### src/rtl/lpcPkg.sv
package lpcPkg;
  typedef enum logic [1:0] {MODE_IDLE, MODE_CORE, MODE_COREPERI, MODE_ALL} lpMode_e;
  typedef enum logic [1:0] {ST_RUN, ST_SLEEP, ST_LOCK, ST_WAKE} lpState_e;

  typedef struct packed {
    logic latchMode;
    logic armLock;
    logic armWake;
    logic countDown;
    logic finish;
  } lpStb_t;

  function automatic lpMode_e decodeMode(input logic pdwn, input logic stopClk,
                                         input logic stopAll);
    if (stopAll)      return MODE_ALL;
    else if (pdwn)    return MODE_COREPERI;
    else if (stopClk) return MODE_CORE;
    else              return MODE_IDLE;
  endfunction
endpackage

### src/rtl/lpcCtrl.sv
module lpcCtrl
  import lpcPkg::*;
(
  input  logic   clk,
  input  logic   rstN,
  input  logic   idleStb,
  input  logic   irqReq,
  input  logic   modeIsAll,
  input  logic   cntZero,
  output lpStb_t stb
);
  lpState_e state, stateNext;

  always_comb begin
    stb       = '0;
    stateNext = state;
    case (state)
      ST_RUN: if (idleStb) begin
        stb.latchMode = 1'b1;
        stateNext     = ST_SLEEP;
      end
      ST_SLEEP: if (irqReq) begin
        if (modeIsAll) begin
          stb.armLock = 1'b1;
          stateNext   = ST_LOCK;
        end else begin
          stb.armWake = 1'b1;
          stateNext   = ST_WAKE;
        end
      end
      ST_LOCK: if (cntZero) begin
        stb.armWake = 1'b1;
        stateNext   = ST_WAKE;
      end else begin
        stb.countDown = 1'b1;
      end
      ST_WAKE: if (cntZero) begin
        stb.finish = 1'b1;
        stateNext  = ST_RUN;
      end else begin
        stb.countDown = 1'b1;
      end
      default: stateNext = ST_RUN;
    endcase
  end

  always_ff @(posedge clk) begin
    if (!rstN) state <= ST_RUN;
    else       state <= stateNext;
  end
endmodule

### src/rtl/lpcDatapath.sv
module lpcDatapath
  import lpcPkg::*;
#(
  parameter int LOCK_W     = 8,
  parameter int RESUME_LAT = 2
) (
  input  logic              clk,
  input  logic              rstN,
  input  lpStb_t            stb,
  input  logic              cfgPdwn,
  input  logic              cfgStopClk,
  input  logic              cfgStopAll,
  input  logic [LOCK_W-1:0] lockCount,
  output logic              modeIsAll,
  output logic              cntZero,
  output logic              coreClkEn,
  output logic              periClkEn,
  output logic              pllEn,
  output logic              pipeFlush,
  output logic              resumeStb,
  output logic              coreRun
);
  localparam logic [LOCK_W-1:0] WAKE_LOAD = LOCK_W'(RESUME_LAT - 1);

  lpMode_e           mode;
  lpMode_e           modeNew;
  logic [LOCK_W-1:0] cnt;
  logic              keepsPipe;

  assign modeNew   = decodeMode(cfgPdwn, cfgStopClk, cfgStopAll);
  assign modeIsAll = (mode == MODE_ALL);
  assign cntZero   = (cnt == '0);
  assign keepsPipe = (mode == MODE_IDLE) || (mode == MODE_CORE);

  always_ff @(posedge clk) begin
    if (!rstN) begin
      mode      <= MODE_IDLE;
      cnt       <= '0;
      coreClkEn <= 1'b1;
      periClkEn <= 1'b1;
      pllEn     <= 1'b1;
      pipeFlush <= 1'b0;
      resumeStb <= 1'b0;
      coreRun   <= 1'b1;
    end else begin
      pipeFlush <= 1'b0;
      resumeStb <= 1'b0;
      if (stb.latchMode) begin
        mode      <= modeNew;
        coreClkEn <= (modeNew == MODE_IDLE);
        periClkEn <= (modeNew == MODE_IDLE) || (modeNew == MODE_CORE);
        pllEn     <= (modeNew != MODE_ALL);
        coreRun   <= 1'b0;
      end
      if (stb.armLock) begin
        cnt   <= lockCount;
        pllEn <= 1'b1;
      end
      if (stb.armWake) begin
        cnt       <= WAKE_LOAD;
        coreClkEn <= 1'b1;
        periClkEn <= 1'b1;
        pllEn     <= 1'b1;
      end
      if (stb.countDown) cnt <= cnt - 1'b1;
      if (stb.finish) begin
        coreRun   <= 1'b1;
        resumeStb <= 1'b1;
        pipeFlush <= !keepsPipe;
      end
    end
  end
endmodule

### src/rtl/lowPowerCtrl.sv
module lowPowerCtrl
  import lpcPkg::*;
#(
  parameter int LOCK_W     = 8,
  parameter int RESUME_LAT = 2
) (
  input  logic              clk,
  input  logic              rstN,
  input  logic              idleStb,
  input  logic              cfgPdwn,
  input  logic              cfgStopClk,
  input  logic              cfgStopAll,
  input  logic              irqReq,
  input  logic [LOCK_W-1:0] lockCount,
  output logic              coreClkEn,
  output logic              periClkEn,
  output logic              pllEn,
  output logic              pipeFlush,
  output logic              resumeStb,
  output logic              coreRun
);
  lpStb_t stb;
  logic   modeIsAll;
  logic   cntZero;

  lpcCtrl i_ctrl (
    .clk(clk), .rstN(rstN), .idleStb(idleStb), .irqReq(irqReq),
    .modeIsAll(modeIsAll), .cntZero(cntZero), .stb(stb)
  );

  lpcDatapath #(.LOCK_W(LOCK_W), .RESUME_LAT(RESUME_LAT)) i_dp (
    .clk(clk), .rstN(rstN), .stb(stb),
    .cfgPdwn(cfgPdwn), .cfgStopClk(cfgStopClk), .cfgStopAll(cfgStopAll),
    .lockCount(lockCount), .modeIsAll(modeIsAll), .cntZero(cntZero),
    .coreClkEn(coreClkEn), .periClkEn(periClkEn), .pllEn(pllEn),
    .pipeFlush(pipeFlush), .resumeStb(resumeStb), .coreRun(coreRun)
  );
endmodule

### config.mk
export PLATFORM = sky130hd
export DESIGN_NAME = lowPowerCtrl
export DESIGN_NICKNAME = d
export VERILOG_FILES = /design/src/rtl/lpcPkg.sv /design/src/rtl/lpcCtrl.sv /design/src/rtl/lpcDatapath.sv /design/src/rtl/lowPowerCtrl.sv
export SDC_FILE = /design/constraint.sdc
export NUM_CORES = 1
export LEC_CHECK = 0
export ABC_AREA = 1
export BUFFER_PORTS_ARGS = -buffer_cell sky130_fd_sc_hd__buf_2
export CORE_MARGIN = 2
export CORE_UTILIZATION = 51
export CTS_BUF_LIST = sky130_fd_sc_hd__clkbuf_4 sky130_fd_sc_hd__clkbuf_8 sky130_fd_sc_hd__clkbuf_16
export CTS_CLUSTER_SIZE = 12
export DETAILED_ROUTE_END_ITERATION = 8
export PLACE_DENSITY = 0.75
export SLEW_MARGIN = 0
export SYNTH_ARGS = -nofsm -noshare
export SYNTH_HDL_FRONTEND = slang
export SYNTH_HIERARCHICAL = 1
export SYNTH_SLANG_ARGS = --single-unit
### constraint.sdc
create_clock -name clk -period 2.3 [get_ports clk]
set_clock_uncertainty 0.1 [all_clocks]
set_input_delay 0.115 -clock clk [delete_from_list [all_inputs] [get_ports clk]]
set_output_delay 0.115 -clock clk [all_outputs]
set_load 0.01 [all_outputs]
Yosys cells after proc, flatten, opt, wreduce, memory -nomap -nowiden --
Index checks and enable logic that the tools add are counted.
Storage, ports and cells: input bits 15, memories kept 0, latch bits 0, flip-flop bits (word level) 18, memory bits (writable) 0, word-level logic and storage cells 60, output and inout port bits 6, memory bits (read-only) 0
Cells by class: order comparisons 0, reduce and logical (&&, ||, !) cells 14, bitwise logic cells 1, add/subtract/negate cells 1, shift-type cells 0, multiply operators 0, equal/unequal tests 11, multiplexer cells 24, div/mod/pow operators 0
Operators by type and width (count):
- $mux 8 | 3
- $mux 2 | 7
- $mux 1 | 12
- $ne 2x2->1 const B | 5
- $logic_not 8->1 | 1
- $pmux 2 s4 | 1
- $sub 8x1->8 const B | 1
- $eq 2x1->1 const B | 3
- $eq 2x2->1 const B | 3
- $logic_not 2->1 | 3
- $reduce_or 2->1 | 3
- $reduce_and 4->1 | 1
- $reduce_bool 3->1 | 1
- $reduce_or 3->1 | 1
- $logic_or 1x1->1 | 2
- $pmux 1 s2 | 1
- $reduce_and 2->1 | 1
- $logic_not 1->1 | 1
- $not 1->1 | 1

Longest topological paths before layout --
Gate-level depths: netlist (run 1).
word-level depth 7, depth in mapped cells 11, mapped depth without buffers 11

By module --
The synthesis (run 1) kept the hierarchy.
Modules (own cells, without submodules):
- lpcDatapath | instances 1, cells an instance 113, area an instance 805.8 um2, seq. area each 320.3 um2
- lpcCtrl | instances 1, cells an instance 40, area an instance 261.5 um2, seq. area each 40.0 um2

Worst setup path before layout (run 1) --
Ideal clock, no wire load.
path type register to register, from register i_dp.cnt[0], to register i_dp.cnt[2], setup slack 378 ps, path buffers 0, required time 2130 ps, clock period less this slack 1922 ps, arrival time 1753 ps, cell stages (with the launch flop) 11, library setup time 70 ps, cell sequence dfxtp_1 -> inv_1 -> ha_1 -> nand3_1 -> nor4_1 -> nand2_1 -> a21boi_0 -> nor2_4 -> nand2_4 -> o21ai_1 -> a21oi_1
RTL lines:
- start: declaration | RTL line lpcDatapath.sv:27 | logic [LOCK_W-1:0] cnt;
- start signal: assignment | RTL line lpcDatapath.sv:56 | cnt <= lockCount;
- start signal: assignment | RTL line lpcDatapath.sv:65 | if (stb.countDown) cnt <= cnt - 1'b1;

==> summary.txt, run 1 <==
Yosys top cell by area - dfxtp_1
Area contributors post-synth - dfxtp_1 (34%), ha_1 (8.2%), inv_1 (8.1%)
Clock root cell - clkbuf_4
CTS clk-pin slew, worst paths - 0.11 ns
Routed len/inst - 11.7 um
CP top delay family - simple AND/OR/NAND/NOR gates
Slowest stage delay, CP - 0.33 ns
Clk Latency, worst-skew pair - 0.30 ns
Netlist Area Pre-Place - 1070 sq um
Arrival time worst endpoint - 2.15 ns
Req. time, crit path - 2.39 ns
Max cap viols - 0
First-pass GRT wire length - 4.12 mm
VDD IR max - 0.745 mV
CP Launch Type - flop
Reg2reg path depth - 11
Worst path depth - 11
Row Count - 16
Die Area - 2470 sq um
Avg Cell Area, Syn - 6.98 sq um
Least-Margin Pin Slew - 0.344 ns
Distinct cells, synth - 25
Top cell by count, worst path - nand2_4
Syn Nets - 175
Congestion Overflow GR - 0
Post-Synthesis Cells - 153
DRT Pass-1 Iters - 6
Final Non-Filler Cells - 204
Fin nets - 200
R2R Path Start - i_dp/cnt[0]
Area fraction of the dominant cell type after synthesis - 33.8%
Hpwl dp - 1.85 mm
Initial Util - 54.4%
Clk buf depth - 2
Final Setup Violations - 0
CTS tree - done
Die width - 49.7 um
RSZ-0062 raised after global routing - no
CTS Buf Count - 3
Layout cell share with drive strength beyond 1 - 23.2%
Slew headroom - 76.9%
Initial DRC Count - 46
Worst min path class - in -> reg
# port buffers - 20
Worst path slowest cell - dfxtp_1
RePlAce Congestion - 0.918
Crit path buf inv count - 2
Register-to-register setup slack - 0.25 ns
Diode count - 0
Core area - 1960 sq um
Crit path launch - i_dp/cnt[0]
Seq/Total Area, Yosys - 33.8%
Post-CTS setup buffers - 0
Total negative slack - 0 ns
Final ANT Viol Nets - 0
Via count - 1074
Commonest non-fill, non-tap cell in the layout - inv_1
Final Cell Area - 1250 sq um
Final Hold Fails - 0
Initial antenna violation count - 0
Die height - 49.7 um
Hold Startpoint - cfgStopAll
Leading cell types in the layout, fill and taps excluded - inv_1 (23), nand2_1 (20), buf_2 (20)
R2r endpoint - i_dp/cnt[7]
Vias in the first global route - 1018
Gr usage total - 21.3%
Wirelength, routed - 2.38 mm
Slew Limit Fails - 0
Period minus WS final - 2.05 ns
Ports - 21
H-tree depth - 1
# DRC - 0
Largest net degree at the start of global routing - 13
Placed cells - 199
Layout area overhead - 17.0%
CP Capture Type - flop
#FFs+latches synth - 18
Crit Path Max Fanout - 10
Pwr/cell area - 1110 nW/um^2
Fin crit share - 89.2%
Hold depth - 4
Worst-path cell chain - inv_1, ha_1, nand3_1, nor4_2, inv_2, nand2_2, nand2_4, nor2_4, nand2_4, o21ai_1, a21oi_1
Leakage - 0.000617 uW
Sinks on Clock Net - 18
WHS Endpoint - i_dp/pllEn
Fmax - 0.488 GHz
Via/cell ratio - 5.26
Status - complete, no violations
Synth warn - 6
Placed inst area - 1200 sq um
Crit path kind - reg -> reg
[registers in the layout, summed over array words and instances (netlist names)]
| signal | cells |
|---|---|
| i_ctrl/state | 2 |
| i_dp/periClkEn | 1 |
| i_dp/pipeFlush | 1 |
| i_dp/coreRun | 1 |
| i_dp/pllEn | 1 |
| i_dp/coreClkEn | 1 |
| i_dp/mode | 2 |
| i_dp/cnt | 8 |
| i_dp/resumeStb | 1 |
[report_power, final]
group	switching (uW)	internal (uW)	total (uW)
clock	101	96.5	198
combinational	455	269	724
sequential	69.6	394	463
total	626	759	1380
[synthesized netlist by cell type, drive strengths merged]
cell	instances
nor4	1
dfxtp	18
nor2	17
nor3	1
o211ai	1
a211o	1
a21boi	1
nand3	13
o21ai	21
o21bai	1
inv	29
ha	7
a21oi	13
nand2	25
nand4	1
buf	1
o211a	1
a211oi	1
[per-layer routing]
layer	routed length (um)	up-vias	share of wire (%)	track usage, %
met4	35	0	1.5	6.02
met2	1110	47	47	37.1
met1	1060	477	44	26.8
met3	174	6	7.3	3.64
met5	0	-	0	0
li1	-	544	-	-
[cells by family (layout without fill, tap and decap cells)]
| group | Yosys count | in the layout | share of synthesized area, % |
|---|---|---|---|
| AO/OA/AOI/OAI | 40 | 40 | 20.9 |
| adder cells (fa/ha/maj) | 7 | 7 | 8.21 |
| buffers and inverters | 30 | 54 | 10.7 |
| flip-flops | 18 | 18 | 33.8 |
| AND/OR/NAND/NOR | 58 | 58 | 26.5 |
[how the worst max path moves through the flow]
stage	slack (ns)	endpoint
global route	0.07	i_dp/cnt[3]
detailed placement	0.10	i_dp/cnt[7]
finish	0.25	i_dp/cnt[7]
floorplan	0.38	i_dp/cnt[2]
CTS	0.07	i_dp/cnt[7]
global placement	0.22	i_dp/cnt[7]
[area by class of cell]
type | instances | area, sq um
Inverter | 29 | 109
Fill cell | 198 | 713
Multi-Input combinational cell | 105 | 599
Sequential cell | 18 | 360
Tap cell | 27 | 33.8
Clock buffer | 4 | 36.3
Timing Repair Buffer | 21 | 110
[repair_timing]
action	CTS	global route
endpoints found under the hold margin	1	0
resized for setup	0	2
endpoints found under the setup margin	0	9
hold buffers	1	0
[worst reg2reg max path, stage by stage, from the launching register on]
cell and delay, ns:
dfxtp_1 0.33, inv_1 0.12, ha_1 0.17, nand3_1 0.09, nor4_2 0.26, inv_2 0.08
nand2_2 0.09, nand2_4 0.11, nor2_4 0.26, nand2_4 0.13, o21ai_1 0.15, a21oi_1 0.06
[through the flow]
stage	hold slack, ns	utilization [%]	total power, uW	setup slack (ns)
after floorplan	0.124	-	1010	0.378
after global placement	0.256	61.0	1150	0.221
after detailed placement	0.252	61.0	1170	0.101
after CTS	0.000709	63.3	1370	0.0698
after global routing	0.0203	63.6	1520	0.0711
final	0.0115	63.6	1380	0.249
Note: power is estimated with default switching activity, not from simulation.
==> inputs of run 2 (changes only) <==
Settings changed: CAP_MARGIN set to 25, PLACE_DENSITY 0.75 to 0.76.
==> run 2 against run 1 <==
Against the previous run: highest routed layer unchanged; non-clock buffer count unchanged; total power up 0.42%; final area unchanged; global-route usage up 1.6 points.
==> summary.txt, run 2 (synthesized netlist as in run 1, its figures left out) <==
Status - complete, no violations
Top cell by count, worst path - nand2_4
CTS clk-pin slew, worst paths - 0.11 ns (about the same)
Fmax - 0.471 GHz (-3.5%)
Via count - 1079 (+0.47%)
Placed cells - 199 (unchanged)
Leading cell types in the layout, fill and taps excluded - inv_1 (23), nand2_1 (20), buf_2 (20)
Worst slack at placement - 0.115 ns (+0.0143 ns)
Clk Latency, worst-skew pair - 0.30 ns (about the same)
Largest net degree at the start of global routing - 13 (unchanged)
Arrival time worst endpoint - 2.21 ns (+0.06 ns)
Congestion Overflow GR - 0 (unchanged)
Layout area overhead - 17.0% (unchanged)
Largest regs - i_dp/cnt: 8 flops, i_ctrl/state: 2 flops, i_dp/mode: 2 flops
CP Capture Type - flop
Register-to-register setup slack - 0.18 ns (-0.07 ns)
Commonest non-fill, non-tap cell in the layout - inv_1
Slew headroom - 76.1% (-0.76 points)
DRT Pass-1 Iters - 4 (-2)
Vias in the first global route - 1008 (-0.98%)
Worst min path class - in -> reg
Wirelength, routed - 2.48 mm (+4.0%)
P_int - 759 uW (about the same)
Initial antenna violation count - 0 (unchanged)
# DRC - 0 (unchanged)
Core area - 1960 sq um (unchanged)
VDD IR max - 0.605 mV (-19%)
Clk buf depth - 2 (unchanged)
Largest register FFs - 8 (unchanged)
Logic gate share of total power - 52.1% (-0.2 points)
Diode count - 0 (unchanged)
Routed len/inst - 12.1 um (+4.0%)
Leakage - 0.000617 uW (about the same)
First-pass GRT wire length - 4.35 mm (+5.5%)
Worst path slowest cell - dfxtp_1
Via/cell ratio - 5.29 (+0.47%)
Final Setup Violations - 0 (unchanged)
Sinks on Clock Net - 18 (unchanged)
Crit Path Max Fanout - 10 (unchanged)
Fin crit share - 92.4% (+3.2 points)
Final Hold Fails - 0 (unchanged)
H-tree depth - 1 (unchanged)
Worst-path cell chain - inv_1, ha_1, nand3_1, nor4_2, inv_2, nand2_2, nand2_4, nor2_4, nand2_4, o21ai_1, a21oi_1
Die Area - 2470 sq um (unchanged)
Final Non-Filler Cells - 204 (unchanged)
WHS - 0.00976 ns (-0.00171 ns)
Req. time, crit path - 2.39 ns (about the same)
CTS tree - done
Ports - 21 (unchanged)
Least-Margin Pin Slew - 0.356 ns (+0.0113 ns)
Pwr/cell area - 1110 nW/um^2 (+0.42%)
Die width - 49.7 um (unchanged)
Max cap viols - 0 (unchanged)
CP Launch Type - flop
Sw frac - 45.4% (+0.22 points)
Final ANT Viol Nets - 0 (unchanged)
Slowest stage delay, CP - 0.34 ns (about the same)
Slew Limit Fails - 0 (unchanged)
Crit path kind - reg -> reg
RePlAce Congestion - 0.898 (-2.2%)
Period minus WS final - 2.12 ns (+0.0734 ns)
Hpwl dp - 1.85 mm (+0.30%)
# port buffers - 20 (unchanged)
Initial DRC Count - 46 (unchanged)
Fin nets - 200 (unchanged)
Final core occ - 63.6% (unchanged)
Reg with most FFs - i_dp/cnt
Final worst setup slack - 0.175 ns (-0.0734 ns)
Initial Util - 54.4% (unchanged)
Switching power - 632 uW (+0.90%)
Gr usage total - 22.8% (+1.6 points)
Row Count - 16 (unchanged)
Clk network pwr share - 14.5% (+0.2 points)
CTS Buf Count - 3 (unchanged)
Layout cell share with drive strength beyond 1 - 23.2% (unchanged)
Flop pwr share - 33.4% (about the same)
Total negative slack - 0 ns (unchanged)
Die height - 49.7 um (unchanged)
Clock root cell - clkbuf_4
## run 2: cell counts in the layout (fill, tap and decap cells not counted)
No cell type changed its count.
## run 2: final timing paths
kind	end	startpoint	depth (start not counted)
worst max-delay path	i_dp/cnt[2]	i_dp/cnt[0]	11
worst min-delay path	i_dp/pllEn	cfgStopAll	4
worst max register to register	i_dp/cnt[2]	i_dp/cnt[0]	11
worst min register to register	i_dp/coreRun	i_dp/coreRun	1
## run 2: final cells by class
class / count / area (sq um)
fillers: 205 / 713
multi-input cells: 105 / 599
flip-flops and latches: 18 / 360
repair buffers: 21 / 110
inverters: 29 / 109
clock buffers: 4 / 36.3
well taps: 27 / 33.8
## run 2: critical path: cells and delay by family, from the launching register on
family                     cells  cell delay [ns]
and+or+nand+nor                6             0.96
adders and majority gates      1             0.17
AOI/OAI and AO/OA              2             0.26
DFF                            1             0.34
buffers and inverters          2             0.20
## run 2: power by group through the flow
stage	Clock [uW]	Sequential [uW]	Combinational [uW]
2_1_floorplan	0	466	540
3_3_place_gp	0	465	683
3_5_place_dp	0	467	700
4_1_cts	207	462	712
5_1_grt	218	476	836
6_report	202	464	725
## run 2: repair_timing
action | CTS | global route
hold endpoints to repair | 1 | 0
hold buffers | 1 | 0
setup buffers | 0 | 0
endpoints found under the setup margin | 0 | 8
gates resized for setup | 0 | 2
## run 2: through the flow
| stage | total power (uW) | cell area, sq um |
|---|---|---|
| finish | 1390 | 1250 |
| detailed placement | 1170 | 1200 |
| CTS | 1380 | 1240 |
| global route | 1530 | 1250 |
| global placement | 1150 | 1200 |
| floorplan | 1010 | 1070 |
## run 2: per-layer routing
layer	track usage, %	vias up	share of wire [%]
li1	-	544	-
met1	27.0	499	43
met2	39.1	30	48
met3	5.15	6	6.1
met4	10.2	0	2.6
met5	0	-	0
==> inputs of run 3 (changes only) <==
Settings changed: PLACE_DENSITY 0.76 to 0.75, SYNTH_HIERARCHICAL 1 to unset.
==> run 3 against run 2 <==
Against the previous run: clock power down 3%; highest routed layer unchanged; critical path depth down 2; sequential share of layout area is 1.8 points lower; cell count increased by 6.4%; sequential power grew 12%; routed wire length increased by 3.1%.
==> summary.txt, run 3 <==
Top FF cell, synth - dfxtp_1
Die Area - 2710 sq um (+9.6%)
CTS Buf Count - 3 (unchanged)
Worst path slowest cell - dfxtp_1
Avg Cell Area, Syn - 7.06 sq um (+1.2%)
# DRC - 0 (unchanged)
CP Launch Type - flop
Diode count - 0 (unchanged)
Final worst setup slack - 0.442 ns (+0.266 ns)
Layout cell share with drive strength beyond 1 - 20.6% (-2.5 points)
Placed cells - 212 (+6.5%)
Req. time, crit path - 2.43 ns (+0.04 ns)
Routed len/inst - 11.8 um (-3.1%)
Ports - 21 (unchanged)
Fin nets - 212 (+6.0%)
Seq/Total Area, Yosys - 30.6% (-3.2 points)
Initial antenna violation count - 0 (unchanged)
Worst min path class - in -> reg
Crit path kind - reg -> reg
Post-Synthesis Cells - 167 (+9.2%)
Row Count - 17 (+1)
# fillers - 216 (+5.4%)
Vias in the first global route - 997 (-1.1%)
Final Hold Fails - 0 (unchanged)
Via/cell ratio - 5.06 (-4.4%)
Post-synth ARST share - 0% (unchanged)
Fin crit share - 80.8% (-12 points)
Wirelength, routed - 2.55 mm (+3.1%)
Slowest stage delay, CP - 0.40 ns (+0.06 ns)
Slew Limit Fails - 0 (unchanged)
Crit path launch - i_ctrl.state[0]
Distinct cells, synth - 29 (+16%)
Clock root cell - clkbuf_4
Clk buf depth - 2 (unchanged)
Slew headroom - 69.5% (-6.6 points)
Least-Margin Pin Slew - 0.454 ns (+0.0985 ns)
CTS tree - done
Yosys top cell by area - dfxtp_1
Total negative slack - 0 ns (unchanged)
Core area - 2190 sq um (+12%)
Period minus WS final - 1.86 ns (-0.266 ns)
Reg with most FFs - i_dp.cnt
Syn Nets - 189 (+8.0%)
First-pass GRT wire length - 4.24 mm (-2.6%)
Area fraction of the dominant cell type after synthesis - 30.6% (-3.2 points)
Leading cell types in the layout, fill and taps excluded - nand2_1 (31), inv_1 (27), nor2_1 (25)
Final Setup Violations - 0 (unchanged)
# port buffers - 20 (unchanged)
Area of the multi-input gates - 674 sq um (+13%)
Die width - 52.1 um (+4.7%)
Top cell by count, worst path - nor2_1
RSZ-0062 raised after global routing - no
VDD IR max - 0.770 mV (+27%)
Area contributors post-synth - dfxtp_1 (31%), nand2_1 (9.9%), inv_1 (8.6%)
RePlAce Congestion - 0.854 (-4.9%)
Initial Util - 53.8% (-0.60 points)
Most frequent cell after synthesis - nand2_1
Hold Startpoint - cfgStopClk
Commonest non-fill, non-tap cell in the layout - nand2_1
Status - complete, no violations
Die height - 52.1 um (+4.7%)
Netlist Area Pre-Place - 1180 sq um (+10%)
WHS - 0.0158 ns (+0.00601 ns)
Via count - 1097 (+1.7%)
Leakage - 0.000724 uW (+17%)
Sinks on Clock Net - 18 (unchanged)
#FFs+latches synth - 18 (unchanged)
Largest net degree at the start of global routing - 15 (+2)
Fmax - 0.538 GHz (+14%)
CTS clk-pin slew, worst paths - 0.10 ns (about the same)
Arrival time worst endpoint - 1.99 ns (-0.22 ns)
Register Area - 360 sq um (unchanged)
Synth warn - 0 (-6)
Crit Path Max Fanout - 13 (+3)
R2R Path Start - i_ctrl.state[0]
Largest regs - i_dp.cnt: 8 flops, i_ctrl.state: 2 flops, i_dp.mode: 2 flops
Layout area overhead - 12.8%
Hpwl dp - 2.07 mm (+12%)
Pwr/cell area - 1550 nW/um^2 (+39%)
DRT Pass-1 Iters - 4 (unchanged)
Gr usage total - 21.1% (-1.8 points)
Max cap viols - 0 (unchanged)
Worst-path cell chain - inv_1, ha_1, nor2_1, nor2_8, inv_6, nand3_2, inv_1, nor2_1, nor2_1
Top cells by count, synth - nand2_1 (31), inv_1 (27), nor2_1 (25), dfxtp_1 (18)
Congestion Overflow GR - 0 (unchanged)
Clk Latency, worst-skew pair - 0.29 ns (about the same)
Initial DRC Count - 26 (-43%)
Worst slack at placement - 0.450 ns (+0.335 ns)
CTS-repair resized insts - 0 (unchanged)
CP Capture Type - flop
Final Non-Filler Cells - 217 (+6.4%)
Largest register FFs - 8 (unchanged)
EDFF count, synth - 0 (unchanged)
Final ANT Viol Nets - 0 (unchanged)
H-tree depth - 1 (unchanged)
run 3: path summary, 6_finish.rpt:
path / cells past startpoint / slack (ns) / endpoint
worst max-delay path: 9 / 0.44 / i_dp.cnt[6]
worst min-delay path: 3 / 0.02 / i_dp.mode[0]
worst max register to register: 9 / 0.44 / i_dp.cnt[6]
worst min register to register: 2 / 0.37 / i_dp.coreClkEn
run 3: cell families (layout without fill, tap and decap cells):
kind of cell / after synthesis / after routing / synth area share [%]
simple gates: 86 / 86 / 37.7
buf+inv: 32 / 54 / 12.2
compound gates: 23 / 23 / 11.4
flops: 18 / 18 / 30.6
fa+ha+maj: 7 / 7 / 7.43
xor+xnor: 1 / 1 / 0.743
run 3: area by class of cell:
type | instances | share of cell area (%)
Multi-Input combinational cell | 117 | 50.7
Sequential cell | 18 | 27.1
Inverter | 29 | 8.56
Timing Repair Buffer | 21 | 8.28
Clock buffer | 4 | 2.73
Tap cell | 28 | 2.63
run 3: report_power, final:
part,total (uW),switching [uW],internal [uW],leakage [uW]
registers,519,95.3,424,0.000148
clock network,196,99.7,96.5,0.0000210
logic,1340,852,492,0.000555
total,2060,1050,1010,0.000724
run 3: repair_timing:
action | 4_1_cts | 5_1_grt
hold endpoints to repair | 1 | 0
buffers inserted | 0 | 0
hold buffers | 1 | 0
run 3: worst max-delay path: cells and delay by family (launching register included):
kind | cells | cell delay [ns]
flip-flops | 1 | 0.40
AND/OR/NAND/NOR | 5 | 0.69
buffers and inverters | 3 | 0.37
adder cells (fa/ha/maj) | 1 | 0.23
run 3: stage by stage:
| stage | area, sq um | util [%] | power (uW) |
|---|---|---|---|
| 3_5_place_dp | 1280 | 58.6 | 1870 |
| 2_1_floorplan | 1180 | - | 1650 |
| 4_1_cts | 1330 | 60.7 | 2070 |
| 5_1_grt | 1330 | 60.7 | 2260 |
| 6_report | 1330 | 60.7 | 2060 |
| 3_3_place_gp | 1280 | 58.6 | 1820 |
run 3: layer usage:
layer	vias to the layer above	GRT usage [%]	part of all wire, %
li1	580	-	-
met5	-	0	0
met4	0	2.63	0.55
met1	490	24.5	43
met2	25	39.5	52
met3	2	5.17	4.1
